File: src/rtl/alu_pkg.sv
package alu_pkg;

    localparam int CTL_W   = 4;
    localparam int OPC_W   = 2;
    localparam int FUNCT_W = 6;

    typedef logic [CTL_W-1:0]   ctl_t;
    typedef logic [OPC_W-1:0]   opc_t;
    typedef logic [FUNCT_W-1:0] funct_t;

    localparam ctl_t CTL_AND  = 4'b0000;
    localparam ctl_t CTL_OR   = 4'b0001;
    localparam ctl_t CTL_ADD  = 4'b0010;
    localparam ctl_t CTL_SUB  = 4'b0110;
    localparam ctl_t CTL_SLT  = 4'b0111;
    localparam ctl_t CTL_NOR  = 4'b1100;
    localparam ctl_t CTL_NONE = 4'b1111;

    localparam opc_t OPC_MEM    = 2'b00;
    localparam opc_t OPC_BRANCH = 2'b01;
    localparam opc_t OPC_RTYPE  = 2'b10;
    localparam opc_t OPC_DIRECT = 2'b11;

    localparam funct_t FN_ADD = 6'h20;
    localparam funct_t FN_SUB = 6'h22;
    localparam funct_t FN_AND = 6'h24;
    localparam funct_t FN_OR  = 6'h25;
    localparam funct_t FN_SLT = 6'h2A;

    function automatic ctl_t decode_rtype(input funct_t fn);
        case (fn)
            FN_ADD:  return CTL_ADD;
            FN_SUB:  return CTL_SUB;
            FN_AND:  return CTL_AND;
            FN_OR:   return CTL_OR;
            FN_SLT:  return CTL_SLT;
            default: return CTL_NONE;
        endcase
    endfunction

    function automatic logic ctl_uses_diff(input ctl_t c);
        return (c == CTL_SUB) || (c == CTL_SLT);
    endfunction

    function automatic logic ctl_is_arith(input ctl_t c);
        return (c == CTL_ADD) || (c == CTL_SUB);
    endfunction

endpackage

File: src/rtl/alu_ctl_decode.sv
module alu_ctl_decode
    import alu_pkg::*;
(
    input  opc_t   alu_op,
    input  funct_t funct,
    output ctl_t   ctl
);
    always_comb begin
        unique case (alu_op)
            OPC_MEM:    ctl = CTL_ADD;
            OPC_BRANCH: ctl = CTL_SUB;
            OPC_RTYPE:  ctl = decode_rtype(funct);
            default:    ctl = funct[CTL_W-1:0];
        endcase
    end
endmodule

File: src/rtl/alu_ripple_adder.sv
module alu_ripple_adder #(
    parameter int DATA_W = 32
) (
    input  logic [DATA_W-1:0] in_x,
    input  logic [DATA_W-1:0] in_y,
    input  logic              cin,
    output logic [DATA_W-1:0] sum,
    output logic              carry_msb_in,
    output logic              carry_out
);
    logic [DATA_W:0] chain;

    assign chain[0] = cin;

    for (genvar i = 0; i < DATA_W; i++) begin : g_cell
        assign sum[i]       = in_x[i] ^ in_y[i] ^ chain[i];
        assign chain[i+1]   = (in_x[i] & in_y[i]) | (in_x[i] & chain[i]) | (in_y[i] & chain[i]);
    end

    assign carry_msb_in = chain[DATA_W-1];
    assign carry_out    = chain[DATA_W];
endmodule

File: src/rtl/alu_logic_unit.sv
module alu_logic_unit #(
    parameter int DATA_W = 32
) (
    input  logic [DATA_W-1:0] in_x,
    input  logic [DATA_W-1:0] in_y,
    output logic [DATA_W-1:0] and_out,
    output logic [DATA_W-1:0] or_out,
    output logic [DATA_W-1:0] nor_out
);
    always_comb begin
        and_out = in_x & in_y;
        or_out  = in_x | in_y;
        nor_out = ~or_out;
    end
endmodule

File: src/rtl/alu_core.sv
module alu_core
    import alu_pkg::*;
#(
    parameter int DATA_W = 32
) (
    input  logic [DATA_W-1:0] op_a,
    input  logic [DATA_W-1:0] op_b,
    input  logic [1:0]        alu_op,
    input  logic [5:0]        funct,
    input  logic              unsigned_mode,
    output logic [DATA_W-1:0] result,
    output logic              zero,
    output logic              overflow,
    output logic [3:0]        alu_ctl
);
    localparam int MSB = DATA_W - 1;

    ctl_t              ctl;
    logic              use_diff;
    logic [DATA_W-1:0] y_in;
    logic [DATA_W-1:0] sum;
    logic              c_msb_in;
    logic              c_out;
    logic [DATA_W-1:0] and_v, or_v, nor_v;

    alu_ctl_decode u_dec (
        .alu_op (alu_op),
        .funct  (funct),
        .ctl    (ctl)
    );

    assign use_diff = ctl_uses_diff(ctl);
    assign y_in     = op_b ^ {DATA_W{use_diff}};

    alu_ripple_adder #(.DATA_W(DATA_W)) u_add (
        .in_x         (op_a),
        .in_y         (y_in),
        .cin          (use_diff),
        .sum          (sum),
        .carry_msb_in (c_msb_in),
        .carry_out    (c_out)
    );

    alu_logic_unit #(.DATA_W(DATA_W)) u_log (
        .in_x    (op_a),
        .in_y    (op_b),
        .and_out (and_v),
        .or_out  (or_v),
        .nor_out (nor_v)
    );

    always_comb begin
        case (ctl)
            CTL_AND: result = and_v;
            CTL_OR:  result = or_v;
            CTL_NOR: result = nor_v;
            CTL_ADD,
            CTL_SUB: result = sum;
            CTL_SLT: result = {{(DATA_W-1){1'b0}}, sum[MSB]};
            default: result = '0;
        endcase
    end

    assign zero     = ~|result;
    assign overflow = ctl_is_arith(ctl) & ~unsigned_mode & (c_msb_in ^ c_out);
    assign alu_ctl  = ctl;
endmodule

File: config.mk
export PLATFORM = sky130hd
export DESIGN_NAME = alu_core
export DESIGN_NICKNAME = d
export VERILOG_FILES = /design/src/rtl/alu_pkg.sv /design/src/rtl/alu_ctl_decode.sv /design/src/rtl/alu_ripple_adder.sv /design/src/rtl/alu_logic_unit.sv /design/src/rtl/alu_core.sv
export SDC_FILE = /design/constraint.sdc
export NUM_CORES = 1
export LEC_CHECK = 0
export BUFFER_PORTS_ARGS = -buffer_cell sky130_fd_sc_hd__buf_2
export CAP_MARGIN = 20
export CORE_MARGIN = 2
export CORE_UTILIZATION = 47
export DETAILED_ROUTE_END_ITERATION = 10
export PLACE_DENSITY = 0.89
export SYNTH_ARGS = -nofsm -noshare
export SYNTH_HDL_FRONTEND = slang
export SYNTH_SLANG_ARGS = --single-unit
File: constraint.sdc
create_clock -name vclk -period 14.3
set_input_delay 0 -clock vclk [all_inputs]
set_output_delay 0 -clock vclk [all_outputs]
set_load 0.005 [all_outputs]
==> results by group, run 1 <==
Outcome
  • Status: complete, no violations

Timing
  • Period minus WS final: 13.84 ns
  • Period utilisation layout: 96.8%
  • Setup TNS Final: 0 ns
  • Hold Vio Cnt, Final: 0
  • Fin. max-slew vios: 0
  • Max-slew headroom: 49.3%
  • FMAX: 72.2 MHz
  • Final setup margin: between 0.4 and 0.5 ns
  • Worst Tran Pin Value: 0.761 ns
  • RSZ-0062 raised after global routing: no
  • Final Setup Violations: 0

Die
  • I/O Pins: 111
  • Die height: 79.2 um
  • Die Area: approximately 0.0063 mm2
  • # rows: 27
  • Die W: 79.2 um
  • Core area: 0.00547 mm2
  • Starting density of the core: about 49%

Logic synthesis
  • Largest cells by area after synthesis: fa_1, xnor2_1, a21oi_1, nand2_1, nor3_1
  • Mapped cell area: 0.00266 mm2
  • Number of distinct library cells after synthesis: 63
  • Post-Synthesis Cells: 346
  • Post-synth top area cell: fa_1
  • Synthesis Warnings: 0
  • Syn Nets: 452
  • Top cell type's share of synthesized area: 23.4%
  • Fraction of the yosys area taken by sequential cells: 0%
  • Top-count cell post-synth: a21oi_1
  • Post-Syn Area per Cell: 7.68 um2
  • Post-synth top cells: a21oi_1, nand2_1, fa_1, xnor2_1, inv_1

Setup path
  • CP Data Required Time: ~14 ns
  • Worst path most repeated cell: fa_2
  • Slowest CP cell: or4_4
  • Worst Path Arrival: 13.84 ns
  • Critical path startpoint category: input pin
  • Critical path's largest stage delay: 0.59 ns
  • Setup CP Type: in2out
  • Crit end category: output pin
  • Maximum fanout along the worst path: 3

Cells and area
  • Clock buffer cells: 0
  • Register area: 0 um2
  • Final Net Count: 570
  • ANT cells: 0
  • Layout sequential cell count: 0
  • Share of layout cells above drive strength 1: 41.1%
  • Final Util: 63.9%
  • Area delta synth->final: 31.6%

Route
  • Vias: 3327
  • Final antenna-violating net count: 0
  • Detailed router's first-iteration violation count: 292
  • Routed vias/inst: 6.23
  • DRC viols: 0
  • Drt wl/cell: 17.5 um
  • WL final: 9360 um
  • Drt first pass iters: 5

Place
  • Port Buffer Count: 111
  • Worst slack, placed: -0.483 ns
  • Final GP Congestion: about 1.0
  • DP Wirelength: 7400 um

Worst hold path
  • Worst Hold Endpoint: overflow
  • Hold path start: unsigned_mode
  • Worst hold path depth: 3
  • Hold crit path type: in2out

Power and ir drop
  • Static Leakage: 1.51 nW
  • Peak supply drop: around 0.033 mV
  • Cell Pwr Density: roughly 58 mW/mm2

Flow run
  • Max-capacitance violation count: 0

Clock network
  • Hold Buf Count CTS: 0
  • Post-CTS setup buffer count: 0

Global route
  • Total routing usage reported by global routing: 28.8%
  • Global-route wire length before repair: roughly 15000 um
  • Global route overflow: 0
  • Largest net degree at the start of global routing: 40
  • Number of global-route vias before repair: 3102
  • Initial antenna violation count: 0
-- per-layer routing --
layer | track usage (%) | part of all wire [%] | vias up
met3 | 3.41 | 8.7 | 25
met2 | 50.3 | 49 | 200
met1 | 37.9 | 40 | 1582
met4 | 7.24 | 2.8 | 0
li1 | - | - | 1520
met5 | 0 | 0 | -
-- per-stage QoR --
| step | cell area (um2) | instances | hold slack [ns] | power (mW) |
|---|---|---|---|---|
| floorplan | 2700 | 346 | 0.0365 | 0.117 |
| global placement | 3410 | 533 | 0.248 | 0.183 |
| detailed placement | 3410 | 533 | 0.243 | 0.190 |
| CTS | 3460 | 533 | 0.245 | 0.195 |
| global route | 3500 | 534 | 0.252 | 0.222 |
| finish | 3500 | 534 | 0.247 | 0.201 |
-- worst max-delay path by stage --
stage	startpoint	to	cells after the start
floorplan	funct[3]	zero	46
global placement	funct[3]	zero	45
detailed placement	funct[2]	zero	45
CTS	funct[3]	zero	46
global route	funct[3]	zero	46
finish	funct[3]	zero	46
-- worst max-delay path, delay by kind of cell --
kind                       cells  cell delay [ns]
AOI/OAI and AO/OA              3             0.44
xor gates and xnor gates       1             0.18
adders and majority gates     31            11.21
buffers and inverters          5             0.51
and+or+nand+nor                6             1.48
-- timing repair --
item,CTS,global route
pin swaps,3,4
setup endpoints to repair,1,1
resized for setup,15,9
-- final cells by class --
cell class	count	area (um2)
timing repair buffer	138	769
multi-input combinational	300	2550
tap	72	90.1
fill	501	1980
inverter	24	90.1
-- cells in the final DEF, fill, tap and decap left out, types with 5 or more instances in the layout --
cell / netlist / layout
a21o_1: 5 / 5
a21oi_1: 35 / 34
a221o_1: 9 / 9
a221oi_1: 6 / 6
buf_2: 5 / 111
buf_4: 4 / 25
fa_2: 0 / 29
inv_1: 24 / 24
nand2_1: 34 / 33
nand2b_1: 7 / 7
nand4_1: 9 / 9
nor2_1: 13 / 13
nor3_1: 19 / 19
o211ai_1: 5 / 5
o21ai_0: 14 / 13
o31ai_1: 6 / 6
xnor2_1: 28 / 28
-- report_power, final --
group | switching (mW) | total, mW | internal, mW
sequential | 0 | 0 | 0
clock | 0 | 0 | 0
combinational | 0.105 | 0.201 | 0.0965
-- cell families after synthesis --
kind of cell             Yosys count  synth area share, %
AO/OA/AOI/OAI                    116                 31.6
AND/OR/NAND/NOR                  115                 23.9
buffers and inverters             46                 8.15
adder cells (fa/ha/maj)           36                 25.4
XOR/XNOR                          32                 10.6
multiplexers                       1                0.377
No activity file was read; power rests on OpenSTA's default activity.
==> inputs of run 2 (changes only) <==
- REMOVE_ABC_BUFFERS: default -> 1
==> run 2 against run 1 <==
  * Fmax down 0.50%
  * Combinational power up 4%
  * First-iteration DRC count down 4.5%
  * Flip-flop and latch count unchanged
  * Power up 3.9%
  * Final area up 1.2%
  * Non-clock buffer count up 3
  * Wire length up 5.0%
  * Clock-buffer cell count unchanged
  * Critical path type unchanged
  * Critical endpoint unchanged
  * Largest cell class unchanged
==> results by group, run 2 (synthesized netlist as in run 1, its figures left out) <==
Setup path
  • Crit end category: output pin
  • Maximum fanout along the worst path: 3 (unchanged)
  • Worst Path Arrival: 13.91 ns (+0.07 ns)
  • Critical path startpoint category: input pin
  • Critical path's largest stage delay: 0.57 ns (-0.02 ns)
  • Slowest CP cell: or4_4
  • Worst path most repeated cell: fa_2
  • CP Data Required Time: 14.30 ns (about the same)
  • Setup CP Type: in2out

Timing
  • Setup TNS Final: 0 ns (unchanged)
  • Period minus WS final: 13.91 ns (+0.0701 ns)
  • FMAX: 71.9 MHz (-0.50%)
  • Worst Tran Pin Value: 1.13 ns (+0.365 ns)
  • Max-slew headroom: 24.5% (-25 points)
  • Fin. max-slew vios: 0 (unchanged)
  • Period utilisation layout: 97.3% (+0.49 points)
  • Hold Vio Cnt, Final: 0 (unchanged)
  • RSZ-0062 raised after global routing: no
  • Final setup margin: 0.386 ns (-0.0701 ns)
  • Final Setup Violations: 0 (unchanged)

Place
  • Final GP Congestion: 0.932 (-6.5%)
  • Worst slack, placed: -1.23 ns (-0.752 ns)
  • Port Buffer Count: 111 (unchanged)
  • DP Wirelength: 7400 um (about the same)

Global route
  • Initial antenna violation count: 0 (unchanged)
  • Global-route wire length before repair: 14800 um (+0.42%)
  • Total routing usage reported by global routing: 29.0% (+0.16 points)
  • Number of global-route vias before repair: 3200 (+3.2%)
  • Largest net degree at the start of global routing: 34 (-15%)
  • Global route overflow: 0 (unchanged)

Power and ir drop
  • Static Leakage: 1.53 nW (+1.0%)
  • Int Power: 0.100 mW (+3.9%)
  • Reg power frac: 0% (unchanged)
  • Peak supply drop: 0.0350 mV (+7.7%)
  • Clock network fraction of total power: 0% (unchanged)
  • Sw Ratio: 52.0% (about the same)
  • Comb power frac: 100.0% (about the same)
  • Cell Pwr Density: 59.1 mW/mm2 (+2.7%)
  • Tot Pwr: 0.209 mW (+3.9%)
  • Switching power: 0.109 mW (+3.9%)

Die
  • Core area: 0.00547 mm2 (unchanged)
  • Die Area: 0.00627 mm2 (unchanged)
  • Die W: 79.2 um (unchanged)
  • I/O Pins: 111 (unchanged)
  • Die height: 79.2 um (unchanged)
  • # rows: 27 (unchanged)
  • Starting density of the core: 48.5% (unchanged)

Cells and area
  • Share of layout cells above drive strength 1: 42.6% (+1.5 points)
  • Leading cell type in the layout, fill and taps excluded: buf_2
  • ANT cells: 0 (unchanged)
  • Register area: 0 um2 (unchanged)
  • Leading cell types in the layout, fill and taps excluded: buf_2, a21oi_1, nand2_1
  • Final Net Count: 573 (+0.53%)
  • Layout sequential cell count: 0 (unchanged)
  • Area delta synth->final: 33.2%
  • Clock buffer cells: 0 (unchanged)

Outcome
  • Status: complete, no violations

Clock network
  • Hold Buf Count CTS: 0 (unchanged)

Route
  • WL final: 9820 um (+5.0%)
  • Drt wl/cell: 18.3 um (+4.4%)
  • Drt first pass iters: 5 (unchanged)
  • DRC viols: 0 (unchanged)
  • Final antenna-violating net count: 0 (unchanged)
  • Routed vias/inst: 6.35 (+2.0%)
  • Detailed router's first-iteration violation count: 279 (-4.5%)
  • Vias: 3411 (+2.5%)

Flow run
  • Max-capacitance violation count: 0 (unchanged)

Worst hold path
  • Hold crit path type: in2out
run 2: cell count changes in the layout (fill, tap and decap cells not counted), sizes merged:
cell    change
buf         +2
clkbuf      +1
run 2: power by group through the flow:
stage | logic, mW | registers, mW | clock network, mW
floorplan | 0.111 | 0 | 0
global placement | 0.182 | 0 | 0
detailed placement | 0.189 | 0 | 0
CTS | 0.198 | 0 | 0
global route | 0.228 | 0 | 0
finish | 0.209 | 0 | 0
run 2: path summary, 6_finish.rpt:
| kind | from | endpoint | slack, ns | cells past startpoint |
|---|---|---|---|---|
| max | funct[1] | zero | 0.39 | 45 |
| min | unsigned_mode | overflow | 0.23 | 3 |
run 2: area by class of cell:
type	instances	area (um2)
well taps	72	90.1
repair buffers	141	783
inverters	24	90.1
multi-input cells	300	2570
fillers	480	1940
run 2: critical path, delay by kind of cell:
family,cells,cell delay [ns]
muxes,1,0.29
and+or+nand+nor,5,1.28
AOI/OAI and AO/OA,3,0.51
buffers and inverters,4,0.38
adders and majority gates,31,11.26
xor gates and xnor gates,1,0.18
run 2: metrics by stage:
step / instance area (um2) / cells / util, % / hold WS, ns
after floorplan: 2530 / 324 / - / 0.0365
after global placement: 3390 / 535 / 61.9 / 0.229
after detailed placement: 3390 / 535 / 61.9 / 0.228
after CTS: 3470 / 536 / 63.4 / 0.229
after global routing: 3540 / 537 / 64.6 / 0.243
final: 3540 / 537 / 64.6 / 0.226
run 2: metal layers:
layer / up-vias / global-route usage [%] / wire length [um] / share of wire [%]
li1: 1533 / - / - / -
met1: 1633 / 36.1 / 3640 / 37
met2: 214 / 53.1 / 5020 / 51
met3: 31 / 2.73 / 905 / 9.2
met4: 0 / 8.10 / 251 / 2.6
met5: - / 0 / 0 / 0
run 2: repair_timing:
| item | 4_1_cts | 5_1_grt |
|---|---|---|
| endpoints found under the setup margin | 5 | 1 |
| hold endpoints to repair | 0 | 0 |
| setup buffers | 1 | 1 |
| pin swaps | 4 | 5 |
| gates resized for setup | 28 | 15 |
